===== src/rtl/frt_pkg.sv =====
package frt_pkg;

    localparam int unsigned ADDR_W = 3;
    localparam int unsigned VEC_W  = 5;
    localparam int unsigned SRC_N  = 3;

    localparam logic [VEC_W-1:0] VEC_CMPA = VEC_W'(16);
    localparam logic [VEC_W-1:0] VEC_CMPB = VEC_W'(17);
    localparam logic [VEC_W-1:0] VEC_OVF  = VEC_W'(18);

    // bit positions inside the control/status register
    localparam int unsigned ST_CLRA = 3;

    typedef enum logic [ADDR_W-1:0] {
        RA_COUNT = 3'd0,
        RA_CMPA  = 3'd1,
        RA_CMPB  = 3'd2,
        RA_CTRL  = 3'd3,
        RA_IEN   = 3'd4
    } reg_addr_e;

    // one bit per event source; packed order matches status bits 2..0
    typedef struct packed {
        logic ovf;
        logic cmpb;
        logic cmpa;
    } src_t;

    function automatic logic [VEC_W-1:0] pick_vec(input src_t s);
        if (s.ovf)
            return VEC_OVF;
        else if (s.cmpb)
            return VEC_CMPB;
        else
            return VEC_CMPA;
    endfunction

endpackage


===== src/rtl/frt_counter.sv =====
module frt_counter
    import frt_pkg::*;
#(
    parameter int unsigned CNT_W = 16
) (
    input  logic             clk,
    input  logic             rst,
    input  logic             tick,
    input  logic             wr_cnt,
    input  logic [CNT_W-1:0] wdata,
    input  logic [CNT_W-1:0] cmp_a,
    input  logic [CNT_W-1:0] cmp_b,
    input  logic             clr_on_a,
    output logic [CNT_W-1:0] cnt,
    output src_t             ev
);

    logic [CNT_W-1:0] cnt_q;
    logic [CNT_W-1:0] after_a;
    logic [CNT_W-1:0] nxt;
    logic             hit_a;
    logic             hit_b;

    always_comb begin
        hit_a   = (cnt_q == cmp_a);
        // channel A acts first; channel B sees its result
        after_a = (hit_a && clr_on_a) ? '0 : cnt_q;
        hit_b   = (after_a == cmp_b);
        nxt     = after_a + CNT_W'(1);
        ev.cmpa = tick && hit_a;
        ev.cmpb = tick && hit_b;
        ev.ovf  = tick && (nxt == '0);
    end

    always_ff @(posedge clk) begin
        if (rst)
            cnt_q <= '0;
        else if (wr_cnt)
            cnt_q <= wdata;
        else if (tick)
            cnt_q <= nxt;
    end

    assign cnt = cnt_q;

    a_r1_plain_step: assert property (@(posedge clk) disable iff (rst)
        (tick && !wr_cnt && !(clr_on_a && cnt_q == cmp_a))
            |=> cnt_q == CNT_W'($past(cnt_q) + CNT_W'(1)));

    a_r1_hold: assert property (@(posedge clk) disable iff (rst)
        (!tick && !wr_cnt) |=> $stable(cnt_q));

    a_r4_clear_gives_one: assert property (@(posedge clk) disable iff (rst)
        (tick && !wr_cnt && clr_on_a && cnt_q == cmp_a) |=> cnt_q == CNT_W'(1));

endmodule


===== src/rtl/frt_status.sv =====
module frt_status
    import frt_pkg::*;
(
    input  logic             clk,
    input  logic             rst,
    input  logic             wr_ctrl,
    input  logic [SRC_N-1:0] wflags,
    input  logic             wclr,
    input  src_t             ev,
    output src_t             flags,
    output logic             clr_on_a
);

    src_t flags_q;
    logic clr_q;

    always_ff @(posedge clk) begin
        if (rst) begin
            flags_q <= '0;
            clr_q   <= 1'b0;
        end else begin
            // a 0 clears, a 1 keeps; a new event wins over a clear
            flags_q <= (wr_ctrl ? (flags_q & src_t'(wflags)) : flags_q) | ev;
            if (wr_ctrl)
                clr_q <= wclr;
        end
    end

    assign flags    = flags_q;
    assign clr_on_a = clr_q;

    for (genvar i = 0; i < SRC_N; i++) begin : g_chk
        a_r7_clear_only_by_write: assert property (@(posedge clk) disable iff (rst)
            $fell(flags_q[i]) |-> $past(wr_ctrl && !wflags[i]));
        a_r7_event_sets: assert property (@(posedge clk) disable iff (rst)
            ev[i] |=> flags_q[i]);
    end

endmodule


===== src/rtl/frt_irq.sv =====
module frt_irq
    import frt_pkg::*;
(
    input  logic             clk,
    input  logic             rst,
    input  logic             tick,
    input  src_t             ev,
    input  logic [SRC_N-1:0] ien,
    output logic             irq_valid,
    output logic [VEC_W-1:0] irq_vec
);

    src_t hit;
    logic valid_q;
    logic [VEC_W-1:0] vec_q;

    assign hit = ev & src_t'(ien);

    always_ff @(posedge clk) begin
        if (rst) begin
            valid_q <= 1'b0;
            vec_q   <= '0;
        end else begin
            valid_q <= tick && (hit != '0);
            vec_q   <= pick_vec(hit);
        end
    end

    assign irq_valid = valid_q;
    assign irq_vec   = vec_q;

    a_r8_needs_tick: assert property (@(posedge clk) disable iff (rst)
        valid_q |-> $past(tick));

    a_r9_vec_range: assert property (@(posedge clk) disable iff (rst)
        valid_q |-> (vec_q == VEC_CMPA || vec_q == VEC_CMPB || vec_q == VEC_OVF));

    a_r9_ovf_first: assert property (@(posedge clk) disable iff (rst)
        (ev.ovf && ien[2]) |=> (valid_q && vec_q == VEC_OVF));

endmodule


===== src/rtl/dual_cmp_timer.sv =====
module dual_cmp_timer
    import frt_pkg::*;
#(
    parameter int unsigned CNT_W = 16
) (
    input  logic              clk,
    input  logic              rst,
    input  logic              tick_en,
    input  logic [ADDR_W-1:0] reg_addr,
    input  logic              reg_wr,
    input  logic [CNT_W-1:0]  reg_wdata,
    output logic [CNT_W-1:0]  reg_rdata,
    output logic              irq_valid,
    output logic [VEC_W-1:0]  irq_vec
);

    localparam int unsigned CTRL_W = ST_CLRA + 1;

    logic [CNT_W-1:0] cmp_a_q;
    logic [CNT_W-1:0] cmp_b_q;
    logic [SRC_N-1:0] ien_q;
    logic [CNT_W-1:0] cnt;
    logic             clr_on_a;
    src_t             ev;
    src_t             flags;

    logic wr_cnt, wr_cmpa, wr_cmpb, wr_ctrl, wr_ien;

    always_comb begin
        wr_cnt  = reg_wr && (reg_addr == RA_COUNT);
        wr_cmpa = reg_wr && (reg_addr == RA_CMPA);
        wr_cmpb = reg_wr && (reg_addr == RA_CMPB);
        wr_ctrl = reg_wr && (reg_addr == RA_CTRL);
        wr_ien  = reg_wr && (reg_addr == RA_IEN);
    end

    always_ff @(posedge clk) begin
        if (rst) begin
            cmp_a_q <= '1;
            cmp_b_q <= '1;
            ien_q   <= '0;
        end else begin
            if (wr_cmpa) cmp_a_q <= reg_wdata;
            if (wr_cmpb) cmp_b_q <= reg_wdata;
            if (wr_ien)  ien_q   <= reg_wdata[SRC_N-1:0];
        end
    end

    frt_counter #(.CNT_W(CNT_W)) u_cnt (
        .clk      (clk),
        .rst      (rst),
        .tick     (tick_en),
        .wr_cnt   (wr_cnt),
        .wdata    (reg_wdata),
        .cmp_a    (cmp_a_q),
        .cmp_b    (cmp_b_q),
        .clr_on_a (clr_on_a),
        .cnt      (cnt),
        .ev       (ev)
    );

    frt_status u_st (
        .clk      (clk),
        .rst      (rst),
        .wr_ctrl  (wr_ctrl),
        .wflags   (reg_wdata[SRC_N-1:0]),
        .wclr     (reg_wdata[ST_CLRA]),
        .ev       (ev),
        .flags    (flags),
        .clr_on_a (clr_on_a)
    );

    frt_irq u_irq (
        .clk       (clk),
        .rst       (rst),
        .tick      (tick_en),
        .ev        (ev),
        .ien       (ien_q),
        .irq_valid (irq_valid),
        .irq_vec   (irq_vec)
    );

    always_comb begin
        unique case (reg_addr)
            RA_COUNT: reg_rdata = cnt;
            RA_CMPA:  reg_rdata = cmp_a_q;
            RA_CMPB:  reg_rdata = cmp_b_q;
            RA_CTRL:  reg_rdata = CNT_W'({clr_on_a, flags});
            RA_IEN:   reg_rdata = CNT_W'(ien_q);
            default:  reg_rdata = '0;
        endcase
    end

    a_r2_cnt_write: assert property (@(posedge clk) disable iff (rst)
        wr_cnt |=> cnt == $past(reg_wdata));

    a_r2_ctrl_width: assert property (@(posedge clk) disable iff (rst)
        (reg_addr == RA_CTRL) |-> (reg_rdata >> CTRL_W) == '0);

endmodule


===== config.mk =====
export PLATFORM = sky130hd
export DESIGN_NAME = dual_cmp_timer
export DESIGN_NICKNAME = d
export VERILOG_FILES = /design/src/rtl/frt_pkg.sv /design/src/rtl/frt_counter.sv /design/src/rtl/frt_status.sv /design/src/rtl/frt_irq.sv /design/src/rtl/dual_cmp_timer.sv
export SDC_FILE = /design/constraint.sdc
export NUM_CORES = 1
export LEC_CHECK = 0
export CORE_ASPECT_RATIO = 1.5
export CORE_MARGIN = 10
export CORE_UTILIZATION = 50
export CTS_BUF_LIST = sky130_fd_sc_hd__clkbuf_8
export CTS_CLUSTER_SIZE = 14
export DETAILED_ROUTE_END_ITERATION = 8
export DONT_BUFFER_PORTS = 1
export HOLD_SLACK_MARGIN = 0.12
export MAX_ROUTING_LAYER = met4
export SLEW_MARGIN = 40
export SYNTH_ARGS = -nofsm -noshare
export SYNTH_HDL_FRONTEND = slang
export SYNTH_SLANG_ARGS = --single-unit

===== constraint.sdc =====
create_clock -name clk -period 7.3 [get_ports clk]
set_input_delay 2.19 -clock clk [delete_from_list [all_inputs] [get_ports clk]]
set_output_delay 2.19 -clock clk [all_outputs]
set_load 0.1 [all_outputs]

==> summary.txt <==
Status
  – Outcome: complete, no violations

Synth
  – Syn_area_per_cell: slightly below 8 µm²
  – Sequential share of the synthesized area: between 30% and 40%
  – Yosys warns: 0
  – Synth top area share: between 30% and 40%
  – Yosys cell types: between 60 and 70
  – Leading post-synthesis cells by cell area: dfxtp_1 (30%), mux2i_1 (9.0%), nand2_1 (6.5%), nor2_1 (5.9%), xor2_1 (4.7%)
  – Synth Register Bits: 59
  – Dominant cell type by area after synthesis: dfxtp_1
  – Main flop type after synthesis: dfxtp_1
  – Synth async-reset ratio: 0%
  – Cell count after synthesis: just under 500
  – Post-synth EDFFs: 0
  – Netlist Area Pre-Place: 0.00387 mm²

Final layout
  – Most common cell after layout, fill and taps aside: nand2_1
  – # nets final: 495
  – Fill count: around 740
  – Most frequent cells in the layout: nand2_1 (66), dfxtp_1 (55), nor2_1 (48), mux2i_1 (35), a21oi_1 (29)
  – Antenna cell count: 0
  – Area delta synth->final: 7.88%
  – Share of layout cells above drive strength 1: between 10% and 20%
  – Non-filler cells, final: just under 600

Worst setup path
  – Top delay family on crit path: compound AO/OA/AOI/OAI gates
  – Crit path buf inv count: 0
  – Critical Path AT: about 3300 ps
  – R2R depth: 13
  – CP max stage delay: between 600 and 700 ps
  – Worst Path Max Fanout: 23
  – Worst setup SP type: input pin
  – CP required: around 5100 ps
  – Critical path, cell by cell: nor2_1 -> a22oi_1 -> o22ai_4
  – Reg2Reg Setup Slack: approximately 3500 ps
  – CP Class: input pin to output port
  – Slowest cell on crit path: o22ai_4
  – Worst R2R End: u_st.flags[2]
  – Worst r2r src: u_cnt.cnt[0]
  – Critical path capture point type: output port

Floorplanning
  – Die area: about 0.012 mm²
  – Chip Width: approximately 92 µm
  – Std cell rows: 39
  – Num ports: 45
  – Die H: between 100 and 150 µm
  – Starting Density: ~51%
  – Core ar.: approximately 0.0076 mm²

GRT
  – Initial antenna violation count: 0
  – Vias in the first global route: approximately 3.3k
  – All-layer global routing usage: 20.9%
  – Grt total ovfl: 0
  – First-pass GRT wire length: about 19,000 µm
  – Largest net degree at the start of global routing: 36

Drt
  – Metal2 WL: 5880 µm
  – Wire length per cell: approximately 20 µm
  – Iter 0 DRT Violations: 200
  – Metal-1 WL: around 4600 µm
  – Top sig layer: met4
  – Antenna viol nets, final: 0
  – Iteration count of the initial detailed-routing pass: 4
  – Post-route DRC: 0
  – WL met3: ~670 µm
  – Via Count: 3,492
  – Final WL: 11,700 µm
  – Vias per inst: 6.04

Clock tree
  – Setup Buffers After CTS: 0
  – Clock Sinks: just under 60
  – H-tree levels: 3
  – Clock root cell: clkbuf_8
  – Hold-fix buffers, CTS: 0
  – CTS tree: yes
  – Clk_lat worst skew: ~360 ps
  – # resized after CTS: 0
  – TritonCTS buffer count: 9
  – Clock Path Buffers: 2
  – CTS clock-pin slew for the worst setup and hold paths: 70 ps

Timing
  – Post-Route Skew: 6.57 ps
  – Setup TNS: 0 ps
  – Period utilisation layout: between 70% and 80%
  – Final hold viol count: 0
  – Highest Clock Rate: between 150 and 200 MHz
  – Max-slew headroom: just over 50%
  – Min cycle time layout: 5510 ps
  – Final setup viols: 0
  – Final Slew Violations: 0
  – Least-Margin Pin Slew: 746 ps
  – RSZ-0062 raised after global routing: false

Power and ir drop
  – Leakage: around 1.5 nW
  – Power Density: slightly above 200 mW/mm²
  – Pwr Total: 0.843 mW
  – Peak supply drop: around 0.00013 V

Place
  – Post-DP HPWL: 8850 µm
  – Port Buffer Count: 0
  – Gp weighted congestion: between 0.9 and 1
  – Cells after DPL: around 560

Run
  – Max-cap viol count: 0

Worst hold path
  – Hold_sp: u_st.flags[1]
  – Hold depth: 2
  – Worst min-delay path endpoint: u_st.flags[1]
  – Worst Hold Class: flop to flop
==> tightest hold or removal path: cells and delay by family (launching register included) <==
family	cells	cell delay, ps
AO/OA/AOI/OAI	2	130
flip-flops	1	310
==> synth_stat cells, types with 6 or more instances <==
master,number
buf_6,8
nor3_1,9
mux2i_1,35
o21ai_0,18
nor4_2,6
nor2b_1,6
a22oi_1,7
buf_4,7
nor2_1,61
clkbuf_1,20
inv_1,15
nor4_1,6
xor2_1,21
a21oi_1,29
dfxtp_1,59
nand3_1,24
nand2_1,67
==> metrics by stage <==
stage | utilization [%] | worst slack, ps | hold WS, ps | cell area (µm²)
global route | 55.3 | 1710 | 491 | 4180
CTS | 55.2 | 1540 | 474 | 4180
finish | 55.3 | 1790 | 475 | 4180
floorplan | - | 568 | 446 | 3880
detailed placement | 52.2 | 1540 | 465 | 3950
global placement | 51.7 | 1640 | 455 | 3910
==> flip-flops by register name, indices dropped and copies added (netlist names) <==
| register | flops |
|---|---|
| u_cnt.cnt | 16 |
| u_st.flags | 3 |
| u_st.clr_on_a | 1 |
| cmp_b_q | 16 |
| cmp_a_q | 16 |
| u_irq.irq_vec | 3 |
| ien_q | 3 |
| u_irq.irq_valid | 1 |
==> per-layer routing <==
layer | vias up | GRT usage [%]
met5 | - | -
met4 | 0 | 12.0
met3 | 37 | 5.86
met2 | 110 | 34.4
met1 | 1648 | 22.1
li1 | 1697 | -
==> cells by family after synthesis <==
kind of cell / count (synthesis) / share of synthesized area, %
compound gates: 98 / 17.5
xor+xnor: 23 / 5.20
fa+ha+maj: 1 / 0.323
buf+inv: 56 / 7.78
flops: 59 / 30.5
mux: 40 / 10.8
other cells: 1 / 0.0968
simple gates: 209 / 27.8
==> power breakdown <==
| part | switching [mW] | internal [mW] |
|---|---|---|
| Clock | 0.137 | 0.209 |
| Combinational | 0.0986 | 0.0424 |
| Sequential | 0.0247 | 0.332 |
==> worst max-delay path by stage <==
stage / from / endpoint / slack, ps / cells past startpoint
after detailed placement: reg_addr[1] / reg_rdata[10] / 1540 / 4
after floorplan: reg_addr[0] / reg_rdata[10] / 570 / 6
after CTS: reg_addr[1] / reg_rdata[10] / 1540 / 4
after global placement: reg_addr[1] / reg_rdata[9] / 1640 / 4
after global routing: reg_addr[1] / reg_rdata[0] / 1710 / 3
final: reg_addr[1] / reg_rdata[2] / 1790 / 3
==> area by class of cell <==
class	count	area (µm²)	share of cell area [%]
well taps	102	128	3.05
flip-flops and latches	59	1190	28.4
inverters	16	61.3	1.47
repair buffers	12	90.1	2.16
clock buffers	11	151	3.62
clock inverters	5	76.3	1.83
multi-input cells	373	2490	59.5
Power figures use the tool's default switching activity.
